$ cat src/rtl/sync_hunt_pkg.sv
package sync_hunt_pkg;

    typedef enum logic [1:0] {
        MODE_HUNT  = 2'd0,
        MODE_EXT   = 2'd1,
        MODE_ALIGN = 2'd2,
        MODE_SPARE = 2'd3
    } rx_mode_e;

    localparam int DEF_CHAR_W = 8;

    function automatic logic uses_pattern(input rx_mode_e m);
        return (m != MODE_EXT);
    endfunction

endpackage

$ cat src/rtl/hunt_window.sv
module hunt_window #(
    parameter int W = 8
) (
    input  logic         clk,
    input  logic         rst,
    input  logic         bit_en,
    input  logic         rx_bit,
    input  logic [W-1:0] pattern,
    output logic [W-1:0] win_next,
    output logic         match
);
    logic [W-1:0] win;

    // newest bit enters at the top; after W shifts the first bit sits in bit 0
    assign win_next = {rx_bit, win[W-1:1]};
    assign match    = bit_en && (win_next == pattern);

    always_ff @(posedge clk) begin
        if (rst)
            win <= '0;
        else if (bit_en)
            win <= win_next;
    end


    shift_in_chk: assert property (@(posedge clk) disable iff (rst)
        bit_en |=> (win[W-1] == $past(rx_bit)));

endmodule

$ cat src/rtl/char_counter.sv
module char_counter #(
    parameter int W = 8,
    localparam int CNT_W = (W > 1) ? $clog2(W) : 1
) (
    input  logic             clk,
    input  logic             rst,
    input  logic             clear,
    input  logic             advance,
    input  logic [W-1:0]     win_next,
    output logic [W-1:0]     char_out,
    output logic             char_vld,
    output logic [CNT_W-1:0] bit_idx,
    output logic             boundary
);
    localparam logic [CNT_W-1:0] LAST = CNT_W'(W - 1);

    assign boundary = advance && !clear && (bit_idx == LAST);

    always_ff @(posedge clk) begin
        if (rst) begin
            bit_idx  <= '0;
            char_out <= '0;
            char_vld <= 1'b0;
        end else begin
            char_vld <= boundary;
            if (clear)
                bit_idx <= '0;
            else if (advance) begin
                if (bit_idx == LAST) begin
                    bit_idx  <= '0;
                    char_out <= win_next;
                end else
                    bit_idx <= bit_idx + 1'b1;
            end
        end
    end


    single_strobe_chk: assert property (@(posedge clk) disable iff (rst)
        char_vld |=> !char_vld);

endmodule

$ cat src/rtl/tx_align.sv
module tx_align #(
    parameter int W = 8,
    localparam int CNT_W = (W > 1) ? $clog2(W) : 1
) (
    input  logic             clk,
    input  logic             rst,
    input  logic             arm,
    input  logic             boundary,
    input  logic [CNT_W-1:0] bit_idx,
    input  logic [W-1:0]     pattern,
    input  logic             idle_ones,
    output logic             tx_bit,
    output logic             tx_active
);
    always_ff @(posedge clk) begin
        if (rst)
            tx_active <= 1'b0;
        else if (!arm)
            tx_active <= 1'b0;
        else if (boundary)
            tx_active <= 1'b1;
    end

    // transmit bit k while the receiver waits for bit k
    assign tx_bit = tx_active ? pattern[bit_idx] : idle_ones;

endmodule

$ cat src/rtl/sync_hunt_rx.sv
module sync_hunt_rx
    import sync_hunt_pkg::*;
#(
    parameter int CHAR_W = DEF_CHAR_W
) (
    input  logic              clk,
    input  logic              rst,
    input  logic              rx_en,
    input  logic              hunt_cmd,
    input  logic [1:0]        mode_sel,
    input  logic [CHAR_W-1:0] sync_pat,
    input  logic              ext_sync_n,
    input  logic              idle_ones,
    input  logic              bit_en,
    input  logic              rx_bit,
    output logic [CHAR_W-1:0] char_out,
    output logic              char_vld,
    output logic              in_hunt,
    output logic              tx_bit,
    output logic              tx_active
);
    localparam int CNT_W = (CHAR_W > 1) ? $clog2(CHAR_W) : 1;

    rx_mode_e          mode;
    logic              force_hunt;
    logic              sync_hit;
    logic [CHAR_W-1:0] win_next;
    logic              cnt_clear;
    logic              boundary;
    logic [CNT_W-1:0]  bit_idx;
    logic              arm;

    assign mode       = rx_mode_e'(mode_sel);
    assign force_hunt = !rx_en || hunt_cmd;

    hunt_window #(.W(CHAR_W)) u_win (
        .clk      (clk),
        .rst      (rst),
        .bit_en   (bit_en),
        .rx_bit   (rx_bit),
        .pattern  (sync_pat),
        .win_next (win_next),
        .match    (sync_hit)
    );

    always_ff @(posedge clk) begin
        if (rst)
            in_hunt <= 1'b1;
        else if (force_hunt)
            in_hunt <= 1'b1;
        else if (!uses_pattern(mode))
            in_hunt <= ext_sync_n;
        else if (in_hunt && sync_hit)
            in_hunt <= 1'b0;
    end

    // counter runs only once a boundary is known (or the pin is low)
    assign cnt_clear = force_hunt || (uses_pattern(mode) ? in_hunt : ext_sync_n);

    char_counter #(.W(CHAR_W)) u_cnt (
        .clk      (clk),
        .rst      (rst),
        .clear    (cnt_clear),
        .advance  (bit_en),
        .win_next (win_next),
        .char_out (char_out),
        .char_vld (char_vld),
        .bit_idx  (bit_idx),
        .boundary (boundary)
    );

    assign arm = (mode == MODE_ALIGN) && !in_hunt && !force_hunt;

    tx_align #(.W(CHAR_W)) u_tx (
        .clk       (clk),
        .rst       (rst),
        .arm       (arm),
        .boundary  (boundary),
        .bit_idx   (bit_idx),
        .pattern   (sync_pat),
        .idle_ones (idle_ones),
        .tx_bit    (tx_bit),
        .tx_active (tx_active)
    );


    stay_hunt_chk: assert property (@(posedge clk) disable iff (rst)
        (in_hunt && uses_pattern(mode) && !force_hunt && !sync_hit) |=> in_hunt);


    disabled_hunt_chk: assert property (@(posedge clk) disable iff (rst)
        !rx_en |=> (in_hunt && !char_vld));


    ext_idle_chk: assert property (@(posedge clk) disable iff (rst)
        (mode == MODE_EXT && ext_sync_n && rx_en) |=> !char_vld);


    hunt_tx_quiet_chk: assert property (@(posedge clk) disable iff (rst)
        in_hunt |-> !tx_active);


    tx_start_chk: assert property (@(posedge clk) disable iff (rst)
        $rose(tx_active) |-> char_vld);

endmodule

$ cat config.mk
export PLATFORM = sky130hd
export DESIGN_NAME = sync_hunt_rx
export DESIGN_NICKNAME = d
export VERILOG_FILES = /design/src/rtl/sync_hunt_pkg.sv /design/src/rtl/hunt_window.sv /design/src/rtl/char_counter.sv /design/src/rtl/tx_align.sv /design/src/rtl/sync_hunt_rx.sv
export SDC_FILE = /design/constraint.sdc
export NUM_CORES = 1
export LEC_CHECK = 0
export ABC_AREA = 0
export BUFFER_PORTS_ARGS = -buffer_cell sky130_fd_sc_hd__buf_2
export CAP_MARGIN = 20
export CORE_MARGIN = 10
export CORE_UTILIZATION = 25
export DETAILED_ROUTE_END_ITERATION = 8
export GPL_TIMING_DRIVEN = 1
export PLACE_DENSITY = 0.53
export SYNTH_ARGS = -nofsm -noshare
export SYNTH_HDL_FRONTEND = slang
export SYNTH_HIERARCHICAL = 1
export SYNTH_SLANG_ARGS = --single-unit
$ cat constraint.sdc
create_clock -name clk -period 2 [get_ports clk]
set_input_delay 0.4 -clock clk [delete_from_list [all_inputs] [get_ports clk]]
set_output_delay 0.4 -clock clk [all_outputs]
set_load 0.05 [all_outputs]
After elaboration in Yosys (flattened, before gate mapping). Cells that the tools add are included.

$add $sub $neg: 1. Magnitude comparators: 1. Equality and inequality tests: 5. Mux-type cells: 7. Bitwise operators: 2. Reduce and logical (&&, ||, !) cells: 16.

Operators with widths (number): $eq A8 B8 Y1 (1); $logic_and A1 B1 Y1 (6); $reduce_or A2 Y1 (3); $mux W1 (5); $logic_not A1 Y1 (4); $lt A3 B4 Y1 const B (1); $add A3 B1 Y3 const B (1); $bmux W1 S3 (1); $eq A3 B3 Y1 const B (1); $mux W3 (1); $reduce_and A3 Y1 (1); $eq A2 B2 Y1 const B (1); $logic_or A1 B1 Y1 (2); $ne A2 B1 Y1 const B (1); $ne A2 B2 Y1 const B (1); $not A1 Y1 (2).

Flip-flop bits (word level): 22. Output and inout port bits: 12. Word-level logic and storage cells: 38.

Logic depth before layout (Yosys ltp). Gate-level depths: netlist of run 1.

Depth after elaboration: 6. Depth in mapped cells: 6. Mapped depth without buffers: 5.

Modules after synthesis. Netlist of run 1, hierarchy kept.

Modules (own cells, without submodules): char_counter (times used 1, cells an instance 51, area an instance 535.5 um^2, sequential area each 240.2 um^2); hunt_window (times used 1, cells an instance 35, area an instance 346.6 um^2, sequential area each 140.1 um^2); tx_align (times used 1, cells an instance 11, area an instance 112.6 um^2, sequential area each 20.0 um^2); sync_hunt_rx (times used 1, cells an instance 11, area an instance 91.3 um^2, sequential area each 20.0 um^2).

Worst setup path after synthesis of run 1. No wires, ideal clock.

Path kind: reg-to-output. Start: register u_cnt.bit_idx[0]. End: output port tx_bit. Arrival time: 1.865 ns. Data required time: 1.600 ns. Slack: -0.265 ns. Stages on the path, launching flop included: 5. Cell sequence: dfxtp_1 > clkbuf_2 > mux2i_1 > mux4_2 > mux2i_1.

Longest elaborated chain between the ends: 3.

RTL lines: from (decl) (line char_counter.sv:12) `output logic [CNT_W-1:0] bit_idx,`; from (signal assigned) (line char_counter.sv:33) `bit_idx <= bit_idx + 1'b1;`; $bmux W1 S3 (line tx_align.sv:25) `assign tx_bit = tx_active ? pattern[bit_idx] : idle_ones;`; $mux W1 (implied by the code) (line tx_align.sv:25); $mux W1 (line tx_align.sv:25); to (decl) (line sync_hunt_rx.sv:19) `output logic tx_bit,`.

Every way passes these cells. The select of a mux whose other input is x is not followed.

Worst setup path in the final report of run 1. Ends and elaborated chain as after synthesis.

==> results of run 1 <==
[worst paths after layout]
| kind | startpoint | endpoint | slack [ns] | cells after the start |
|---|---|---|---|---|
| setup reg to reg | u_cnt/bit_idx[0] | u_tx/tx_active | 0.36 | 7 |
| setup / recovery | u_cnt/bit_idx[0] | tx_bit | -0.01 | 4 |
| hold reg to reg | u_cnt/char_out[6] | u_cnt/char_out[6] | 0.47 | 2 |
| hold / removal | hunt_cmd | in_hunt | 0.37 | 3 |
[worst register-to-register path: stages, from the launching register on]
cell and delay, ns:
dfxtp_4 0.39, buf_4 0.12, ha_1 0.14, ha_1 0.18
and3b_1 0.30, buf_4 0.22, nor2_1 0.06, nor3b_1 0.16
[cell families after synthesis]
group           Yosys count  share of synthesized area, %
compound gates            3                          2.65
xor+xnor                  8                          6.45
fa+ha+maj                 2                          2.30
buf+inv                   9                          4.26
flops                    21                          38.7
mux                      23                          22.3
simple gates             42                          23.3
[metal layers]
layer / GRT usage, % / up-vias / routed length (um)
li1: - / 425 / -
met1: 8.17 / 373 / 1240
met2: 10.3 / 26 / 1030
met3: 3.03 / 4 / 223
met4: 3.29 / 0 / 40
met5: 0 / - / 0
[cell usage after synthesis, drive strengths merged]
cell type,n,area (um2)
mux4,1,22.5
nor3,4,25.0
nor2,9,33.8
nand3b,1,7.51
dfxtp,21,420
nand2,2,7.51
nor2b,2,22.5
ha,2,25.0
or3b,1,8.76
and3b,1,8.76
buf,3,22.5
nand2b,18,113
mux2i,22,220
a211oi,1,12.5
nand4,1,6.26
and3,1,7.51
xnor2,8,70.1
nor3b,1,7.51
clkbuf,3,12.5
inv,3,11.3
o211ai,1,7.51
nand3,1,5.00
o2111ai,1,8.76
[power groups by stage]
stage	registers [mW]	clock network [mW]	logic [mW]
2_1_floorplan	0.435	0	0.0529
3_3_place_gp	0.435	0	0.0838
3_5_place_dp	0.435	0	0.0862
4_1_cts	0.423	0.285	0.0886
5_1_grt	0.424	0.302	0.0956
6_report	0.423	0.274	0.0879
[area by class of cell]
type	instances	area (um2)	area share [%]
repair buffers	32	174	12.9
flip-flops and latches	21	424	31.4
well taps	50	62.6	4.64
inverters	3	11.3	0.835
clock buffers	4	45.0	3.34
multi-input cells	78	632	46.8
[timing repair]
item	4_1_cts	5_1_grt
hold buffers	0	0
endpoints found under the hold margin	0	0
gates resized for setup	4	0
setup endpoints to repair	1	1
gates cloned	0	0
setup buffers	1	0
[through the flow]
step	hold slack, ns	std cells	TNS, ns	setup WS, ns
final	0.366	188	-0.00971	-0.00971
after global routing	0.382	188	-0.0362	-0.0362
after CTS	0.367	188	-0.00901	-0.00901
after detailed placement	0.463	183	0	0.0552
after global placement	0.455	183	0	0.124
after floorplan	0.472	108	0	0.158
[flip-flops by register name, indices dropped and copies added (netlist names)]
name            flops
u_cnt/char_out      8
u_win/win           7
u_cnt/bit_idx       3
in_hunt             1
u_cnt/char_vld      1
u_tx/tx_active      1
==> results.md, run 1 <==
- TritonCTS clock tree: yes
- Fraction of layout cells with a size suffix above 1: 31.2%
- Unrepaired setup endpoints after global routing: true
- GRT Total Usage: 6.89%
- Worst Skew: 0.00353 ns
- Leading cell type in the layout, fill and taps excluded: buf_2
- Min-delay worst type: input port to register
- Avg WL per Cell: 13.4 um
- Port buffer count: 29
- Row count: 23
- Max_cap viols: 0
- PwrDens: 582 nW/um2
- Warnings from Yosys: 6
- GRT overflow: 0
- Switching share of power: 23.0%
- #FFs+latches synth: 21
- Rel. slew slack: 70.8%
- Largest net degree at the start of global routing: 30
- Combinational power share: 11.2%
- Failing checks: setup timing
- Clock-pin slew on the worst setup and hold paths: 0.08 ns
- Core box area: 4120 um2
- Post-layout total power: 0.785 mW
- Ports: 30
- Post-layout util: 32.8%
- Net Switching: 0.180 mW
- DRT Wirelength: 2.53 mm
- Clock Latency Late Sink: 0.25 ns
- Pleak: 0.555 nW
- Initial Utilization: 26.4%
- Post-DP Area: 1290 um2
- CP top delay family: multiplexers
- First-pass GRT wire length: 4.17 mm
- Internal: 0.605 mW
- Fin crit period: 2.01 ns
- Post-synth cell types: 26
- Status: finished with violations
- Area Overhead vs Synth: 24.2%
- # setup viols final: 1
- Worst setup SP type: register
- Fillers: 429
- CTS root buf: clkbuf_8
- Avg Vias per Cell: 4.40
- H-tree depth: 1
- Reg power frac: 53.9%
- Final #Nets: 159
- Clock sink count: 21
- Slowest CP cell: mux4_2
- Detail Route Antenna Nets: 0
- Post-route setup slack: -0.00971 ns
- Clock power share: 34.9%
- Post-DP HPWL: 1.97 mm
- Die X: 85.9 um
- Synthesized cell area: 1090 um2
- Crit. End Element: output pin
- Most frequent cells in the layout: buf_2 (28), mux2i_1 (21), dfxtp_1 (20)
- Worst-margin pin slew: 0.437 ns
- Worst EP arrival: 1.61 ns
- Pins Over Slew Limit: 0
- Final Hold Viols: 0
- Post-Syn Instances: 108
- Vias in the first global route: 886
- Critical Path RT: 1.60 ns
- Worst path max stage delay: 0.51 ns
- Initial antenna violation count: 0
- Fmax: 498 MHz
- DRC viols: 0
- Drt first pass iters: 4
- GPL Wtd Cong: 0.820
- CTS buffer count: 3
- Cell Chain, Critical Path: mux2i_1 -> mux4_2 -> mux2i_4 -> buf_6
- Type of the worst setup path: register to output pin
- Crit-path max FO: 6
- Period utilisation layout: 100%
- Die footprint: 7380 um2
- Register area share after synthesis: 38.7%
- Buf+Inv Stages, Crit Path: 1
- ANT cells: 0
- Worst vdd ir: 197 uV
- Design Area, Final: 1350 um2
- Chip height: 85.9 um
- DR vias: 828
- Clock Tree Buf Depth: 2
- Avg Synthesized Cell Area: 10.1 um2
- Synth Net Count: 128
- DRT iter0 DRCs: 40
(Power assumes the default switching activity.)
==> inputs of run 2 (changes only) <==
Settings changed: SLEW_MARGIN from default to 25.
Clock period 2 ns to 2.2 ns, I/O delays scaled along.
==> results.md, run 2 (synthesis results as in run 1) <==
- Status: finished, final reports clean
- Die X: 85.9 um (unchanged)
- Row count: 23 (unchanged)
- Hold-fix buffers, CTS: 0 (unchanged)
- DRC viols: 0 (unchanged)
- Core box area: 4120 um2 (unchanged)
- Avg WL per Cell: 14.0 um (+4.4%)
- Worst vdd ir: 195 uV (-0.59%)
- Drt first pass iters: 2 (-2)
- Clock Tree Buf Depth: 2 (unchanged)
- H-tree depth: 1 (unchanged)
- CTS buffer count: 3 (unchanged)
- Rel. slew slack: 71.0% (+0.16 points)
- Largest net degree at the start of global routing: 30 (unchanged)
- Unrepaired setup endpoints after global routing: false
- Worst setup SP type: register
- Ports: 30 (unchanged)
- CTS root buf: clkbuf_8
- GRT Total Usage: 7.23% (+0.34 points)
- Max_cap viols: 0 (unchanged)
- Post-DP HPWL: 2.05 mm (+4.1%)
- Most Used Layer, Global Route: met2
- Met1 Use GR: 8.49% (+0.32 points)
- Area Overhead vs Synth: 23.4%
- WHS Path Cells: 3 (unchanged)
- First-pass GRT wire length: 4.31 mm (+3.1%)
- Max FFs per register: 8 (unchanged)
- Initial antenna violation count: 0 (unchanged)
- Period utilisation layout: 95.0%
- PwrDens: 544 nW/um2 (-6.6%)
- Pleak: 0.552 nW (-0.46%)
- R2R setup slack: 0.77 ns (+0.41 ns)
- Global-route met3 utilization: 2.55% (-0.47 points)
- Min-delay worst type: input port to register
- Initial Utilization: 26.4% (unchanged)
- Clock-pin slew on the worst setup and hold paths: 0.08 ns (about the same)
- GRT overflow: 0 (unchanged)
- Post-Place Cells: 184 (+0.55%)
- Fmax: 479 MHz
- Worst R2R Path Depth: 6 (-1)
- Crit. End Element: output pin
- Port buffer count: 29 (unchanged)
- DRT iter0 DRCs: 62 (+55%)
- Die footprint: 7380 um2 (unchanged)
- Clock sink count: 21 (unchanged)
- Fraction of layout cells with a size suffix above 1: 31.9% (+0.72 points)
- GPL Wtd Cong: 0.727 (-11%)
- # setup viols final: 0 (-1)
- Pins Over Slew Limit: 0 (unchanged)
- Final #Nets: 159 (unchanged)
- Worst-margin pin slew: 0.435 ns (-0.00237 ns)
- DRT Wirelength: 2.64 mm (+4.4%)
- Worst Skew: 0.00490 ns (+0.00137 ns)
- Final non-filler cell total: 188 (unchanged)
- Detail Route Antenna Nets: 0 (unchanged)
- Fin crit period: 2.09 ns
- Final Hold Viols: 0 (unchanged)
- Regs by FF count: u_cnt/char_out x8, u_win/win x7, u_cnt/bit_idx x3
- Avg Vias per Cell: 4.44 (+0.85%)
- Vias in the first global route: 850 (-4.1%)
- Post-Route Setup TNS: 0 ns (+0.00971 ns)
- Critical Path RT: 1.76 ns (+0.16 ns)
- Leading cell type in the layout, fill and taps excluded: buf_2
- ANT cells: 0 (unchanged)
- Type of the worst setup path: register to output pin
- TritonCTS clock tree: yes
- Register bank with the most flops: u_cnt/char_out
- Worst EP arrival: 1.65 ns (+0.04 ns)
- Chip height: 85.9 um (unchanged)
- Clock Latency Late Sink: 0.27 ns (+0.02 ns)
- Met2 Track Usage GR: 11.2% (+0.81 points)
- Most frequent cells in the layout: buf_2 (28), mux2i_1 (21), dfxtp_1 (20)
- Crit-path max FO: 7 (+1)
- DR vias: 835 (+0.85%)
run 2: cell types whose count changed in the layout (fill, tap and decap cells not counted), sizes merged:
| cell | before | now |
|---|---|---|
| clkinvlp | 0 | 1 |
| clkbuf | 4 | 3 |
run 2: power breakdown:
| part | total [mW] | switching (mW) | internal (mW) | leakage (nW) |
|---|---|---|---|---|
| Combinational | 0.0774 | 0.0391 | 0.0383 | 0.360 |
| Sequential | 0.385 | 0.00383 | 0.381 | 0.170 |
| Clock | 0.266 | 0.138 | 0.128 | 0.0217 |
| Total | 0.729 | 0.181 | 0.548 | 0.552 |
run 2: path summary, 6_finish.rpt:
check                                        from                 to
worst min-delay path                     hunt_cmd            in_hunt
worst min register to register  u_cnt/char_out[1]  u_cnt/char_out[1]
worst max register to register   u_cnt/bit_idx[0]     u_tx/tx_active
worst max-delay path             u_cnt/bit_idx[0]             tx_bit
run 2: per-layer routing:
layer / wire length, um / part of all wire (%)
met5: 0 / 0
met4: 51 / 1.9
met3: 164 / 6.2
met2: 1150 / 43
met1: 1280 / 48
run 2: critical path, stage by stage (launching register included):
cell,delay (ns)
dfxtp_4,0.38
mux2i_1,0.14
mux4_2,0.49
mux2i_2,0.15
buf_4,0.22
run 2: cell type report:
cell class                 count  area (um2)
timing repair buffer          32         170
sequential                    21         424
inverter                       3        11.3
clock buffer                   3        41.3
tap                           50        62.6
fill                         427        2780
clock inverter                 1        7.51
multi-input combinational     78         623
run 2: metrics by stage:
step	util [%]	worst slack (ns)	hold slack, ns	instance area (um2)	power [mW]
final	32.6	0.110	0.395	1340	0.729
after global routing	32.6	0.0351	0.425	1340	0.765
after CTS	32.4	0.0216	0.392	1340	0.745
after detailed placement	31.2	0.211	0.464	1280	0.473
after global placement	31.2	0.241	0.456	1280	0.471
after floorplan	-	0.133	0.477	1090	0.442
run 2: what timing repair did:
item	4_1_cts	5_1_grt
gates resized for setup	1	3
endpoints found under the setup margin	1	1
hold endpoints to repair	0	0
setup buffers	0	0
gates cloned	0	0
==> inputs of run 3 (changes only) <==
Settings changed: CTS_BUF_LIST from default to sky130_fd_sc_hd__clkbuf_8, PLACE_DENSITY 0.53 to default, PLACE_DENSITY_LB_ADDON from default to 0.08.
==> results.md, run 3 (synthesis results as in run 1) <==
- Crit-path max FO: 7 (unchanged)
- Clock Tree Buf Depth: 2 (unchanged)
- Rel. slew slack: 68.4% (-2.6 points)
- Final Hold Viols: 0 (unchanged)
- Status: finished, final reports clean
- PwrDens: 543 nW/um2 (-0.20%)
- Core box area: 4120 um2 (unchanged)
- Fin crit period: 2.13 ns (+0.0367 ns)
- Post-route setup slack: 0.0735 ns (-0.0367 ns)
- DR vias: 827 (-0.96%)
- Post-layout total power: 0.718 mW (-1.4%)
- Fraction of layout cells with a size suffix above 1: 30.7% (-1.2 points)
- Pins Over Slew Limit: 0 (unchanged)
- Post-Place Cells: 183 (-0.54%)
- Worst setup SP type: register
- First-pass GRT wire length: 4.22 mm (-1.9%)
- Fmax: 470 MHz (-1.7%)
- Largest net degree at the start of global routing: 30 (unchanged)
- GRT Total Usage: 7.31% (+0.081 points)
- Worst EP arrival: 1.69 ns (+0.04 ns)
- Avg WL per Cell: 14.2 um (+1.3%)
- Critical Path RT: 1.76 ns (about the same)
- Port buffer count: 29 (unchanged)
- Regs by FF count: u_cnt/char_out x8, u_win/win x7, u_cnt/bit_idx x3
- GRT overflow: 0 (unchanged)
- Detail Route Antenna Nets: 0 (unchanged)
- CTS root buf: clkbuf_8
- Die X: 85.9 um (unchanged)
- Post-Route Setup TNS: 0 ns (unchanged)
- Worst-margin pin slew: 0.473 ns (+0.0384 ns)
- CTS buffer count: 3 (unchanged)
- Setup Fix Bufs, Post-CTS: 0 (unchanged)
- ANT cells: 0 (unchanged)
- Final #Nets: 158 (-0.63%)
- GPL Wtd Cong: 0.736 (+1.3%)
- Chip height: 85.9 um (unchanged)
- Worst Skew: 0.00256 ns (-0.00234 ns)
- DRC viols: 0 (unchanged)
- Clock sink count: 21 (unchanged)
- Worst path max stage delay: 0.48 ns (about the same)
- Register area: 422 um2 (-0.59%)
- Leading cell type in the layout, fill and taps excluded: buf_2
- Hold-fix buffers, CTS: 0 (unchanged)
- DRT iter0 DRCs: 16 (-74%)
- Fillers: 455 (+6.6%)
- Crit. End Element: output pin
- Worst vdd ir: 194 uV (-0.93%)
- Multi-input gate area: 623 um2 (unchanged)
- Most frequent cells in the layout: buf_2 (29), mux2i_1 (21), dfxtp_1 (20)
- Max_cap viols: 0 (unchanged)
- Type of the worst setup path: register to output pin
- Pleak: 0.551 nW (-0.26%)
- Min-delay worst type: input port to register
- Die footprint: 7380 um2 (unchanged)
- Vias in the first global route: 838 (-1.4%)
- Register bank with the most flops: u_cnt/char_out
- H-tree depth: 1 (unchanged)
- Post-DP HPWL: 1.96 mm (-4.7%)
- Cell Chain, Critical Path: mux2i_1 -> mux4_2 -> mux2i_2 -> buf_2
- Setup WS pre-CTS: 0.214 ns (+0.00295 ns)
- Hold Slack: 0.394 ns (-0.000266 ns)
- Area Overhead vs Synth: 21.9%
- PostCTS Resize Cnt: 1 (unchanged)
- TritonCTS clock tree: yes
- DRT Wirelength: 2.66 mm (+0.76%)
- Clock Latency Late Sink: 0.26 ns (about the same)
- Max FFs per register: 8 (unchanged)
- Drt first pass iters: 4 (+2)
- # setup viols final: 0 (unchanged)
- Slowest CP cell: mux4_2
- Unrepaired setup endpoints after global routing: false
- Initial antenna violation count: 0 (unchanged)
- Row count: 23 (unchanged)
- Clock-pin slew on the worst setup and hold paths: 0.08 ns (about the same)
- Period utilisation layout: 96.7% (+1.7 points)
- Avg Vias per Cell: 4.42 (-0.43%)
- Ports: 30 (unchanged)
- Final non-filler cell total: 187 (-0.53%)
- Initial Utilization: 26.4% (unchanged)
## run 3: changes by cell type in the layout (fill, tap and decap cells not counted), sizes merged
cell,previous run,this run
clkinvlp,1,0
inv,3,4
buf,32,31
## run 3: path summary, 6_finish.rpt
kind	start	end	slack, ns	cells after the start
setup / recovery	u_cnt/bit_idx[0]	tx_bit	0.07	4
hold / removal	hunt_cmd	in_hunt	0.39	3
setup reg to reg	u_cnt/bit_idx[0]	u_tx/tx_active	0.75	6
hold reg to reg	u_cnt/char_out[5]	u_cnt/char_out[5]	0.47	2
## run 3: layout make-up
| cell class | instances | share of cell area (%) |
|---|---|---|
| multi-input cells | 78 | 47.1 |
| flip-flops and latches | 21 | 31.9 |
| repair buffers | 31 | 12.1 |
| well taps | 50 | 4.73 |
| clock buffers | 3 | 3.12 |
| inverters | 3 | 0.851 |
| clock inverters | 1 | 0.284 |
## run 3: power breakdown
part           internal [mW]  switching (mW)
sequential             0.382         0.00344
clock                  0.125           0.131
combinational         0.0378          0.0396
total                  0.545           0.174
## run 3: critical path, delay by kind of cell, from the launching register on
family / cells / cell delay, ns
muxes: 3 / 0.72
buffers and inverters: 1 / 0.28
DFF: 1 / 0.42
## run 3: metrics by stage
| step | cell area, um2 | utilization [%] |
|---|---|---|
| final | 1320 | 32.2 |
| after global routing | 1320 | 32.2 |
| after CTS | 1320 | 32.2 |
| after detailed placement | 1280 | 31.0 |
| after global placement | 1280 | 31.0 |
| after floorplan | 1090 | - |
## run 3: routing by layer
metal  part of all wire, %  wire length (um)  global-route usage (%)  vias to the layer above
li1                      -                 -                       -                      421
met1                    49              1290                    8.88                      380
met2                    41              1090                    10.1                       22
met3                   8.5               225                    3.69                        4
met4                   2.0                54                    4.04                        0
met5                     0                 0                       0                        -
